<file path="src/rtl/cal_pkg.sv">
package cal_pkg;

    typedef struct packed {
        logic [7:0] year;
        logic [7:0] mon;
        logic [7:0] mday;
        logic [7:0] wday;
        logic [7:0] hour;
        logic [7:0] min;
        logic [7:0] sec;
    } cal_time_t;

    localparam int NFIELDS = 7;
    localparam int TIME_W  = NFIELDS * 8;

    localparam logic [3:0] ADDR_CTRL_A = 4'h0;
    localparam logic [3:0] ADDR_CTRL_B = 4'h1;
    localparam logic [3:0] LOAD_BASE   = 4'h2;
    localparam logic [3:0] LIVE_BASE   = 4'h9;

    typedef enum logic [1:0] {
        ST_RUN      = 2'd0,
        ST_STOPPING = 2'd1,
        ST_HELD     = 2'd2
    } hold_state_t;

    function automatic logic [7:0] bcd_inc(input logic [7:0] v);
        if (v[3:0] == 4'd9)
            return {v[7:4] + 4'd1, 4'd0};
        else
            return {v[7:4], v[3:0] + 4'd1};
    endfunction

    function automatic logic [7:0] last_day(input logic [7:0] mon, input logic [7:0] year);
        int yr;
        yr = int'(year[7:4]) * 10 + int'(year[3:0]);
        case (mon)
            8'h02:                      return ((yr % 4) == 0) ? 8'h29 : 8'h28;
            8'h04, 8'h06, 8'h09, 8'h11: return 8'h30;
            default:                    return 8'h31;
        endcase
    endfunction

endpackage

</file>
<file path="src/rtl/cal_prescaler.sv">
module cal_prescaler #(
    parameter int PRESCALE = 32768
) (
    input  logic clk,
    input  logic rst_n,
    input  logic tick,
    input  logic enable,
    input  logic clear,
    output logic sec_en
);
    localparam int CW = (PRESCALE > 1) ? $clog2(PRESCALE) : 1;
    localparam logic [CW-1:0] LAST = CW'(PRESCALE - 1);

    logic [CW-1:0] cnt;

    assign sec_en = tick && enable && (cnt == LAST);

    always_ff @(posedge clk or negedge rst_n) begin
        if (!rst_n)
            cnt <= '0;
        else if (clear)
            cnt <= '0;
        else if (tick && enable)
            cnt <= (cnt == LAST) ? '0 : cnt + 1'b1;
    end
endmodule

</file>
<file path="src/rtl/cal_hold_fsm.sv">
module cal_hold_fsm
    import cal_pkg::*;
#(
    parameter int HOLD_TICKS = 2
) (
    input  logic        clk,
    input  logic        rst_n,
    input  logic        tick,
    input  logic        ctl_wr,
    input  logic        ctl_hold,
    output hold_state_t state_o,
    output logic        capture,
    output logic        reload,
    output logic        halted,
    output logic        running
);
    localparam int CW = $clog2(HOLD_TICKS + 1);
    localparam logic [CW-1:0] LASTCNT = CW'(HOLD_TICKS - 1);

    hold_state_t   state;
    logic [CW-1:0] tick_cnt;

    // State register and acknowledge-delay counter
    always_ff @(posedge clk or negedge rst_n) begin
        if (!rst_n) begin
            state    <= ST_RUN;
            tick_cnt <= '0;
        end else begin
            unique case (state)
                ST_RUN: begin
                    tick_cnt <= '0;
                    if (ctl_wr && ctl_hold)
                        state <= ST_STOPPING;            // HOLD_REQ
                end
                ST_STOPPING: begin
                    if (ctl_wr && !ctl_hold)
                        state <= ST_RUN;                 // RELEASE
                    else if (tick) begin
                        if (tick_cnt == LASTCNT)
                            state <= ST_HELD;            // ACK_DONE
                        tick_cnt <= tick_cnt + 1'b1;
                    end
                end
                ST_HELD: begin
                    if (ctl_wr && !ctl_hold)
                        state <= ST_RUN;                 // RELEASE
                end
                default: state <= ST_RUN;
            endcase
        end
    end

    // Outputs
    always_comb begin
        state_o = state;
        running = (state == ST_RUN);
        halted  = (state == ST_HELD);
        capture = (state == ST_RUN) && ctl_wr && ctl_hold;
        reload  = (state != ST_RUN) && ctl_wr && !ctl_hold;
    end
endmodule

</file>
<file path="src/rtl/cal_time_chain.sv">
module cal_time_chain
    import cal_pkg::*;
(
    input  logic      clk,
    input  logic      rst_n,
    input  logic      sec_en,
    input  logic      load,
    input  cal_time_t load_val,
    output cal_time_t now
);
    cal_time_t nxt;

    always_comb begin
        nxt = now;
        if (now.sec == 8'h59) begin
            nxt.sec = 8'h00;
            if (now.min == 8'h59) begin
                nxt.min = 8'h00;
                if (now.hour == 8'h23) begin
                    nxt.hour = 8'h00;
                    nxt.wday = (now.wday >= 8'h06) ? 8'h00 : now.wday + 8'h01;
                    if (now.mday == last_day(now.mon, now.year)) begin
                        nxt.mday = 8'h01;
                        if (now.mon == 8'h12) begin
                            nxt.mon  = 8'h01;
                            nxt.year = (now.year == 8'h99) ? 8'h00 : bcd_inc(now.year);
                        end else begin
                            nxt.mon = bcd_inc(now.mon);
                        end
                    end else begin
                        nxt.mday = bcd_inc(now.mday);
                    end
                end else begin
                    nxt.hour = bcd_inc(now.hour);
                end
            end else begin
                nxt.min = bcd_inc(now.min);
            end
        end else begin
            nxt.sec = bcd_inc(now.sec);
        end
    end

    always_ff @(posedge clk or negedge rst_n) begin
        if (!rst_n)
            now <= '{year: 8'h00, mon: 8'h01, mday: 8'h01, wday: 8'h00,
                     hour: 8'h00, min: 8'h00, sec: 8'h00};
        else if (load)
            now <= load_val;
        else if (sec_en)
            now <= nxt;
    end
endmodule

</file>
<file path="src/rtl/bcd_calendar.sv">
module bcd_calendar
    import cal_pkg::*;
#(
    parameter int PRESCALE   = 32768,
    parameter int HOLD_TICKS = 2
) (
    input  logic       clk,
    input  logic       rst_n,
    input  logic       tick_32k,
    input  logic       reg_we,
    input  logic [3:0] reg_addr,
    input  logic [7:0] reg_wdata,
    output logic [7:0] reg_rdata,
    output logic       halted,
    output logic       time_valid
);
    logic        run_en;
    logic        mode24;
    logic        ctl_b_wr;
    logic        capture;
    logic        reload;
    logic        running;
    logic        sec_en;
    hold_state_t hstate;
    cal_time_t   now;
    cal_time_t   shadow;
    logic [TIME_W-1:0] now_v;
    logic [TIME_W-1:0] shadow_v;

    assign ctl_b_wr   = reg_we && (reg_addr == ADDR_CTRL_B);
    assign now_v      = now;
    assign shadow     = shadow_v;
    assign time_valid = running;

    always_ff @(posedge clk or negedge rst_n) begin
        if (!rst_n) begin
            run_en <= 1'b0;
            mode24 <= 1'b0;
        end else if (reg_we && reg_addr == ADDR_CTRL_A) begin
            run_en <= reg_wdata[0];
            mode24 <= reg_wdata[1];
        end
    end

    // Load set: captured at hold entry, writable only during a hold
    for (genvar g = 0; g < NFIELDS; g++) begin : g_shadow
        localparam logic [3:0] FADDR = LOAD_BASE + 4'(g);
        always_ff @(posedge clk or negedge rst_n) begin
            if (!rst_n)
                shadow_v[g*8 +: 8] <= '0;
            else if (capture)
                shadow_v[g*8 +: 8] <= now_v[g*8 +: 8];
            else if (!running && reg_we && reg_addr == FADDR)
                shadow_v[g*8 +: 8] <= reg_wdata;
        end
    end

    always_comb begin
        reg_rdata = 8'h00;
        if (reg_addr == ADDR_CTRL_A)
            reg_rdata = {6'b0, mode24, run_en};
        else if (reg_addr == ADDR_CTRL_B)
            reg_rdata = {6'b0, halted, (hstate != ST_RUN)};
        else if (reg_addr >= LIVE_BASE)
            reg_rdata = now_v[(int'(reg_addr) - int'(LIVE_BASE)) * 8 +: 8];
    end

    cal_hold_fsm #(.HOLD_TICKS(HOLD_TICKS)) u_fsm (
        .clk      (clk),
        .rst_n    (rst_n),
        .tick     (tick_32k),
        .ctl_wr   (ctl_b_wr),
        .ctl_hold (reg_wdata[0]),
        .state_o  (hstate),
        .capture  (capture),
        .reload   (reload),
        .halted   (halted),
        .running  (running)
    );

    cal_prescaler #(.PRESCALE(PRESCALE)) u_pre (
        .clk    (clk),
        .rst_n  (rst_n),
        .tick   (tick_32k),
        .enable (running && run_en),
        .clear  (reload),
        .sec_en (sec_en)
    );

    cal_time_chain u_chain (
        .clk      (clk),
        .rst_n    (rst_n),
        .sec_en   (sec_en),
        .load     (reload),
        .load_val (shadow),
        .now      (now)
    );
endmodule

</file>
<file path="config.mk">
export PLATFORM = sky130hd
export DESIGN_NAME = bcd_calendar
export DESIGN_NICKNAME = d
export VERILOG_FILES = /design/src/rtl/cal_pkg.sv /design/src/rtl/cal_prescaler.sv /design/src/rtl/cal_hold_fsm.sv /design/src/rtl/cal_time_chain.sv /design/src/rtl/bcd_calendar.sv
export SDC_FILE = /design/constraint.sdc
export NUM_CORES = 1
export LEC_CHECK = 0
export ABC_CLOCK_PERIOD_IN_PS = 4200
export BUFFER_PORTS_ARGS = -buffer_cell sky130_fd_sc_hd__buf_2
export CAP_MARGIN = 40
export CELL_PAD_IN_SITES_DETAIL_PLACEMENT = 0
export CELL_PAD_IN_SITES_GLOBAL_PLACEMENT = 1
export CORE_AREA = 5 5 148 150
export DETAILED_ROUTE_END_ITERATION = 7
export DIE_AREA = 0 0 153 155
export PLACE_DENSITY = 0.64
export SYNTH_ARGS = -nofsm -noshare
export SYNTH_HDL_FRONTEND = slang
export SYNTH_SLANG_ARGS = --single-unit
</file>
<file path="constraint.sdc">
create_clock -name clk -period 4.2 [get_ports clk]
set_clock_uncertainty 0.15 [all_clocks]
set_input_delay 0.42 -clock clk [delete_from_list [all_inputs] [get_ports clk]]
set_output_delay 0.42 -clock clk [all_outputs]
set_load 0.01 [all_outputs]
</file>
Word level (Yosys, flattened, before mapping). Cells that the tools add are included.

Register bits: 133. Output and inout bits: 10.

$add $sub $neg: 17. Multipliers: 1. Magnitude comparators: 2. Equality and inequality tests: 35. Shifts and indexed selects: 1. Mux-type cells: 54. Bitwise operators: 1. Reductions and logical operators: 61.

Operators with widths (count): 8-bit two-way mux (34); 56-bit two-way mux (2); 56-bit by 8-bit variable part select with 8-bit output (1); 4-bit by 1-bit adder with 4-bit output (second input constant) (12); 48-bit two-way mux (1); 15-bit two-way mux (3); 40-bit two-way mux (1); 32-bit by 5-bit adder with 32-bit output (1); 32-bit logical NOT (1); 32-bit two-way mux (1); 2-bit nonzero test (16); 4-bit == test (second input constant) (7); 1-bit logical AND (19); 3-bit nonzero test (6); 4-bit by 3-bit == test with 1-bit output (second input constant) (4); 8-bit by 3-bit == test with 1-bit output (second input constant) (2); 8-bit by 5-bit == test with 1-bit output (second input constant) (2); 8-bit by 7-bit == test with 1-bit output (second input constant) (2); 16-bit two-way mux (1); 8-bit one-hot mux with 2 select lines (1); 15-bit by 1-bit adder with 15-bit output (second input constant) (1); 15-bit == test (second input constant) (1); 2-bit two-way mux (7); 4-bit AND reduction (3); 33 further kinds (43).

Logic depth before layout (Yosys ltp).
Depth after elaboration: 17. Depth in mapped cells: 12.

Cells and area by module. A second synthesis with hierarchy kept.

Cells, all modules: 912. Area, all modules: 8222.9 µm².

Modules (own cells, without submodules): cal_time_chain (times used 1, cells each 443, area an instance 3773.6 µm²); bcd_calendar (times used 1, cells each 356, area an instance 3355.7 µm²); cal_prescaler (times used 1, cells each 86, area an instance 843.3 µm²); cal_hold_fsm (times used 1, cells each 27, area an instance 250.2 µm²).

Worst setup path after synthesis. No wires, ideal clock.

Path kind: in2out. Start point: in reg_addr[0]. End point: out reg_rdata[5]. Data arrival time: 2.746 ns. Slack: 0.884 ns. Cell stages on the path: 8. Path buffers: 3. Cell sequence: clkbuf_1 -> clkinv_1 -> ha_1 -> clkbuf_1 -> clkbuf_1 -> mux4_2 -> nor2_1 -> nor3_1.

Cells in the longest elaborated chain, start to end: 5. Elaborated cells on any way between the ends: 8. Those cells by class: add/sub: 1; order compare: 1; eq/ne: 1; shift: 1; mux: 3; reduce/logical: 1.

RTL lines: from (decl) (RTL line bcd_calendar.sv:11) `input logic [3:0] reg_addr,`; 4-bit by 4-bit subtractor with 5-bit output (RTL line bcd_calendar.sv:65) `reg_rdata = now_v[(int'(reg_addr) - int'(LIVE_BASE)) * 8 +: 8];`; 56-bit by 8-bit variable part select with 8-bit output (RTL line bcd_calendar.sv:65); 8-bit two-way mux (RTL line bcd_calendar.sv:64) `else if (reg_addr >= LIVE_BASE)`; 8-bit two-way mux (RTL line bcd_calendar.sv:62) `else if (reg_addr == ADDR_CTRL_B)`; 8-bit two-way mux * (RTL line bcd_calendar.sv:60) `if (reg_addr == ADDR_CTRL_A)`; to (decl) (RTL line bcd_calendar.sv:13) `output logic [7:0] reg_rdata,`.

Every way passes the cells marked *; elsewhere a longest branch is shown, timed or not.

Final worst setup path.
Start point: in reg_addr[0]. End point: out reg_rdata[1].

The elaborated chain is that of the path after synthesis.

==> results.md <==
- The run finished with clean final reports.
- The cell depth of the worst flop-to-flop path is 8.
- By area the synthesized netlist is led by dfrtp_1 (41%), mux2i_1 (7.8%), a21oi_1 (5.9%).
- By count the netlist is led by dfrtp_1 (131), nor2_1 (108), a21oi_1 (94).
- The setup violation total in the final timing report is 0.
- Post-CTS repair changed the size of 0 cells.
- After Yosys synthesis, XOR and XNOR cells account for 0.547% of the synthesized area.
- The final standard cell count with taps included and fillers excluded is 1172.
- The flop-to-flop setup slack is 1060 ps.
- The biggest area contributor in the post-synthesis netlist is dfrtp_1.
- At the worst endpoint, the required time is 3630 ps.
- After synthesis the netlist holds a flip-flop and latch count of 133.
- STA classifies the critical path startpoint as an input pin.
- Once detail routing completed, the nets flagged for antenna violations numbered 0.
- The destination of the critical timing path is reg_rdata[1].
- The total detailed-routing wirelength is 24700 um.
- Clock tree synthesis inserted a total of 17 buffers.
- The core region is 0.0206 sq mm.
- The synthesized netlist devotes 19.5% of its cell area to compound gates.
- The routed layout has 6867 vias.
- Port buffering added 25 buffers.
- The TritonCTS clock tree is yes.
- Counting every sink on the clock net gives 133.
- In this run the clock root is driven by a clkbuf_16.
- The full die area is 0.0237 sq mm.
- The area fraction of the dominant cell type after synthesis is 40.9%.
- The Yosys step of the flow raised 0 warnings.
- The wire length of the first global-routing pass is 39100 um.
- The synthesized design contains 0 enable-type register cells.
- The number of distinct standard cells referenced by the synthesized netlist is 76.
- The classification of the worst-slack hold path is in -> reg.
- The via count of the first global-routing pass came to 6629.
- The number of ports placed on the die boundary is 26.
- The mapped cell area is 0.00801 sq mm.
- The worst slew margin relative to its limit is 48.2%.
- Of all flip-flops after synthesis, the portion carrying an async set or reset was 100%.
- The endpoint of the worst-slack reg-to-reg timing path is u_chain.now[48].
- The floorplan has 53 rows.
- In this run, the number of DRC markers left after iteration 0 of detailed routing was 549.
- After synthesis, the largest family of logic cells by area is compound AO/OA/AOI/OAI gates.
- The number of placed cells counting well taps is 1139.
- Setup repair after global routing left no endpoint under its margin.
- Counting stages on the worst path, the most repeated cell is buf_2.
- Synthesis handed over a netlist of 867 instances.
- Cells fill 44.1% of the core in the end.
- The worst setup path is captured at an output port.
- The startpoint identified for the worst register-to-register timing path is u_chain.now[45].
- The proportion of synthesized area in mux cells is 11.5%.
- The maximum fanout count along the critical path is 12.
- Static timing analysis puts the maximum clock frequency at 285 MHz.
- The H-tree was split into 4 levels.
- The maximum root-to-sink buffer count is 2.
- The number of iterations in the first detailed-routing pass is 7.
- Dividing total power by cell area gives a power density of 458 mW/mm^2.
- The final net count is 931.
- The post-synth net total is 914.
- The repair_antennas step left the layout with diodes totalling 0.
- dfrtp_1 is the most common cell in the netlist.
- The period utilization is 83.6%.
- The detail-routed via count per cell is 5.86.
- The area share of and/or/nand/nor cells after synthesis is 18.3%.
- The maximum ir drop on the vdd rail is 295 uV.
- The worst-margin pin slew is 777 ps.
- The area growth from synthesis to layout is 13.3%.
- For the finished layout, the period the worst path requires is 3510 ps.
- The largest net degree at the start of global routing is 79.
- The critical path starts at reg_addr[0].
- Across every metal layer, demand over resource in global routing totals 21.0%.
- Along the worst hold path, the cell count comes to 2.
- The critical path is of the in -> out type.
- The clock slew at the register clock pins of the worst setup and hold paths is 60 ps.
- The most used flip-flop cell after synthesis is dfrtp_1.
- For this design, the slowest cell found on the critical path is a211oi_1.
- The number of antenna violations at the first check in global routing was 0.
- The floorplan step set the die height to 155 um.
- The max-slew violation count is 0.
- Walking the worst path, the cells encountered are buf_2, clkinv_1, ha_1, xnor2_2, nor2b_1, a221oi_1, a211oi_1, o22a_1, buf_2.
- After detailed routing, the number of remaining DRC violations is 0.
- After synthesis, the mean cell area works out to 9.24 sq um.
- The wire length per cell is 21.1 um.
- The total of max-cap violations is 0.
- The leakage power of the design is 4.20 nW.
- The HPWL after detailed placement is 17300 um.
- The share of final-layout standard cells stronger than drive strength 1 is 12.4%.
- The number of fill cells is 2033.
- The arrival time at the worst endpoint is 2940 ps.
- The synthesized netlist devotes 4.84% of its cell area to adder and majority cells.
- The delay contributed by the slowest stage of the critical path is 430 ps.
- The die extent in x is 153 um.
- The final RePlAce weighted congestion is 0.914.
- The number of post-CTS setup repair buffers is 0.
- The hold violation count in the final report is 0.
- The total overflow left after global routing is 0.
- Of the synthesized area, sequential elements account for 41.6%.
- The effective utilization at floorplan is 39.0%.
- For the worst-skew pair, the clock arrives at the later sink with an insertion delay of 430 ps.
- Setup total negative slack on the finished layout was measured at 0 ps.
[worst max-delay path, delay by kind of cell]
family | cells | cell delay (ps)
AO/OA/AOI/OAI | 3 | 760
XOR/XNOR | 1 | 390
adder cells (fa/ha/maj) | 1 | 360
buffers and inverters | 3 | 710
AND/OR/NAND/NOR | 1 | 290
[cell type report]
class | instances | area, sq um | area share, %
multi-input cells | 663 | 4410 | 48.6
clock inverters | 15 | 166 | 1.83
inverters | 25 | 93.8 | 1.03
repair buffers | 44 | 300 | 3.31
flip-flops and latches | 133 | 3330 | 36.7
clock buffers | 17 | 425 | 4.69
well taps | 275 | 344 | 3.79
[cell usage in the layout, fill, tap and decap left out, types with 10 or more instances in the layout]
cell type | synthesis | layout
and3_1 | 10 | 10
o21ai_0 | 57 | 57
dfrtp_1 | 131 | 131
clkbuf_16 | 0 | 17
buf_2 | 13 | 24
buf_4 | 1 | 16
nor3b_1 | 11 | 11
nand2_1 | 59 | 59
a21oi_1 | 94 | 94
nor2_1 | 108 | 108
inv_1 | 23 | 23
nor3_1 | 22 | 22
nor2b_1 | 10 | 10
o21ai_1 | 17 | 17
mux2i_1 | 62 | 62
ha_1 | 31 | 31
nand3_1 | 27 | 26
[sequential cells by signal (all words and copies together), names as in the netlist]
signal          cells
shadow             56
u_fsm.state_o       2
mode24              1
u_chain.now        56
u_pre.cnt          15
run_en              1
u_fsm.tick_cnt      2
[worst min path at each step]
stage / from / to / slack, ps
global route: tick_32k / u_fsm.state_o[0] / 100
global placement: u_pre.cnt[10] / u_pre.cnt[10] / 320
floorplan: rst_n / mode24 / -30
CTS: tick_32k / u_fsm.state_o[0] / 90
finish: tick_32k / u_fsm.state_o[0] / 110
detailed placement: shadow[34] / u_chain.now[34] / 330
[report_power, final]
group          switching, mW  leakage (nW)  internal [mW]
registers              0.259          1.66           1.61
clock network          0.642         0.287          0.888
logic                  0.398          2.26          0.358
total                   1.30          4.20           2.85
[timing repair]
| action | in CTS | in global routing |
|---|---|---|
| setup endpoints to repair | 0 | 0 |
| endpoints found under the hold margin | 75 | 0 |
| hold buffers | 1 | 0 |
[per-layer routing]
metal / GRT usage, % / up-vias / share of wire [%]
li1: - / 3217 / -
met1: 29.8 / 3436 / 48
met2: 32.8 / 181 / 46
met3: 3.34 / 33 / 3.8
met4: 7.59 / 0 / 2.5
met5: 0 / - / 0
[kinds of logic (layout without fill, tap and decap cells)]
logic type	after synthesis	count (layout)
and+or+nand+nor	292	292
buffers and inverters	71	101
muxes	81	81
xor gates and xnor gates	5	5
AOI/OAI and AO/OA	254	254
adders and majority gates	31	31
DFF	133	133
[stage by stage]
stage               total power [mW]  setup WS (ps)  hold slack, ps  cell area [sq um]
finish                          4.15            691             108               9070
global placement                2.60            848             325               8420
global route                    4.37            486            99.8               9070
detailed placement              2.64            746             329               8470
CTS                             4.18            748            92.8               9070
floorplan                       2.36            884           -25.6               8010
Note: power is estimated with default switching activity, not from simulation.
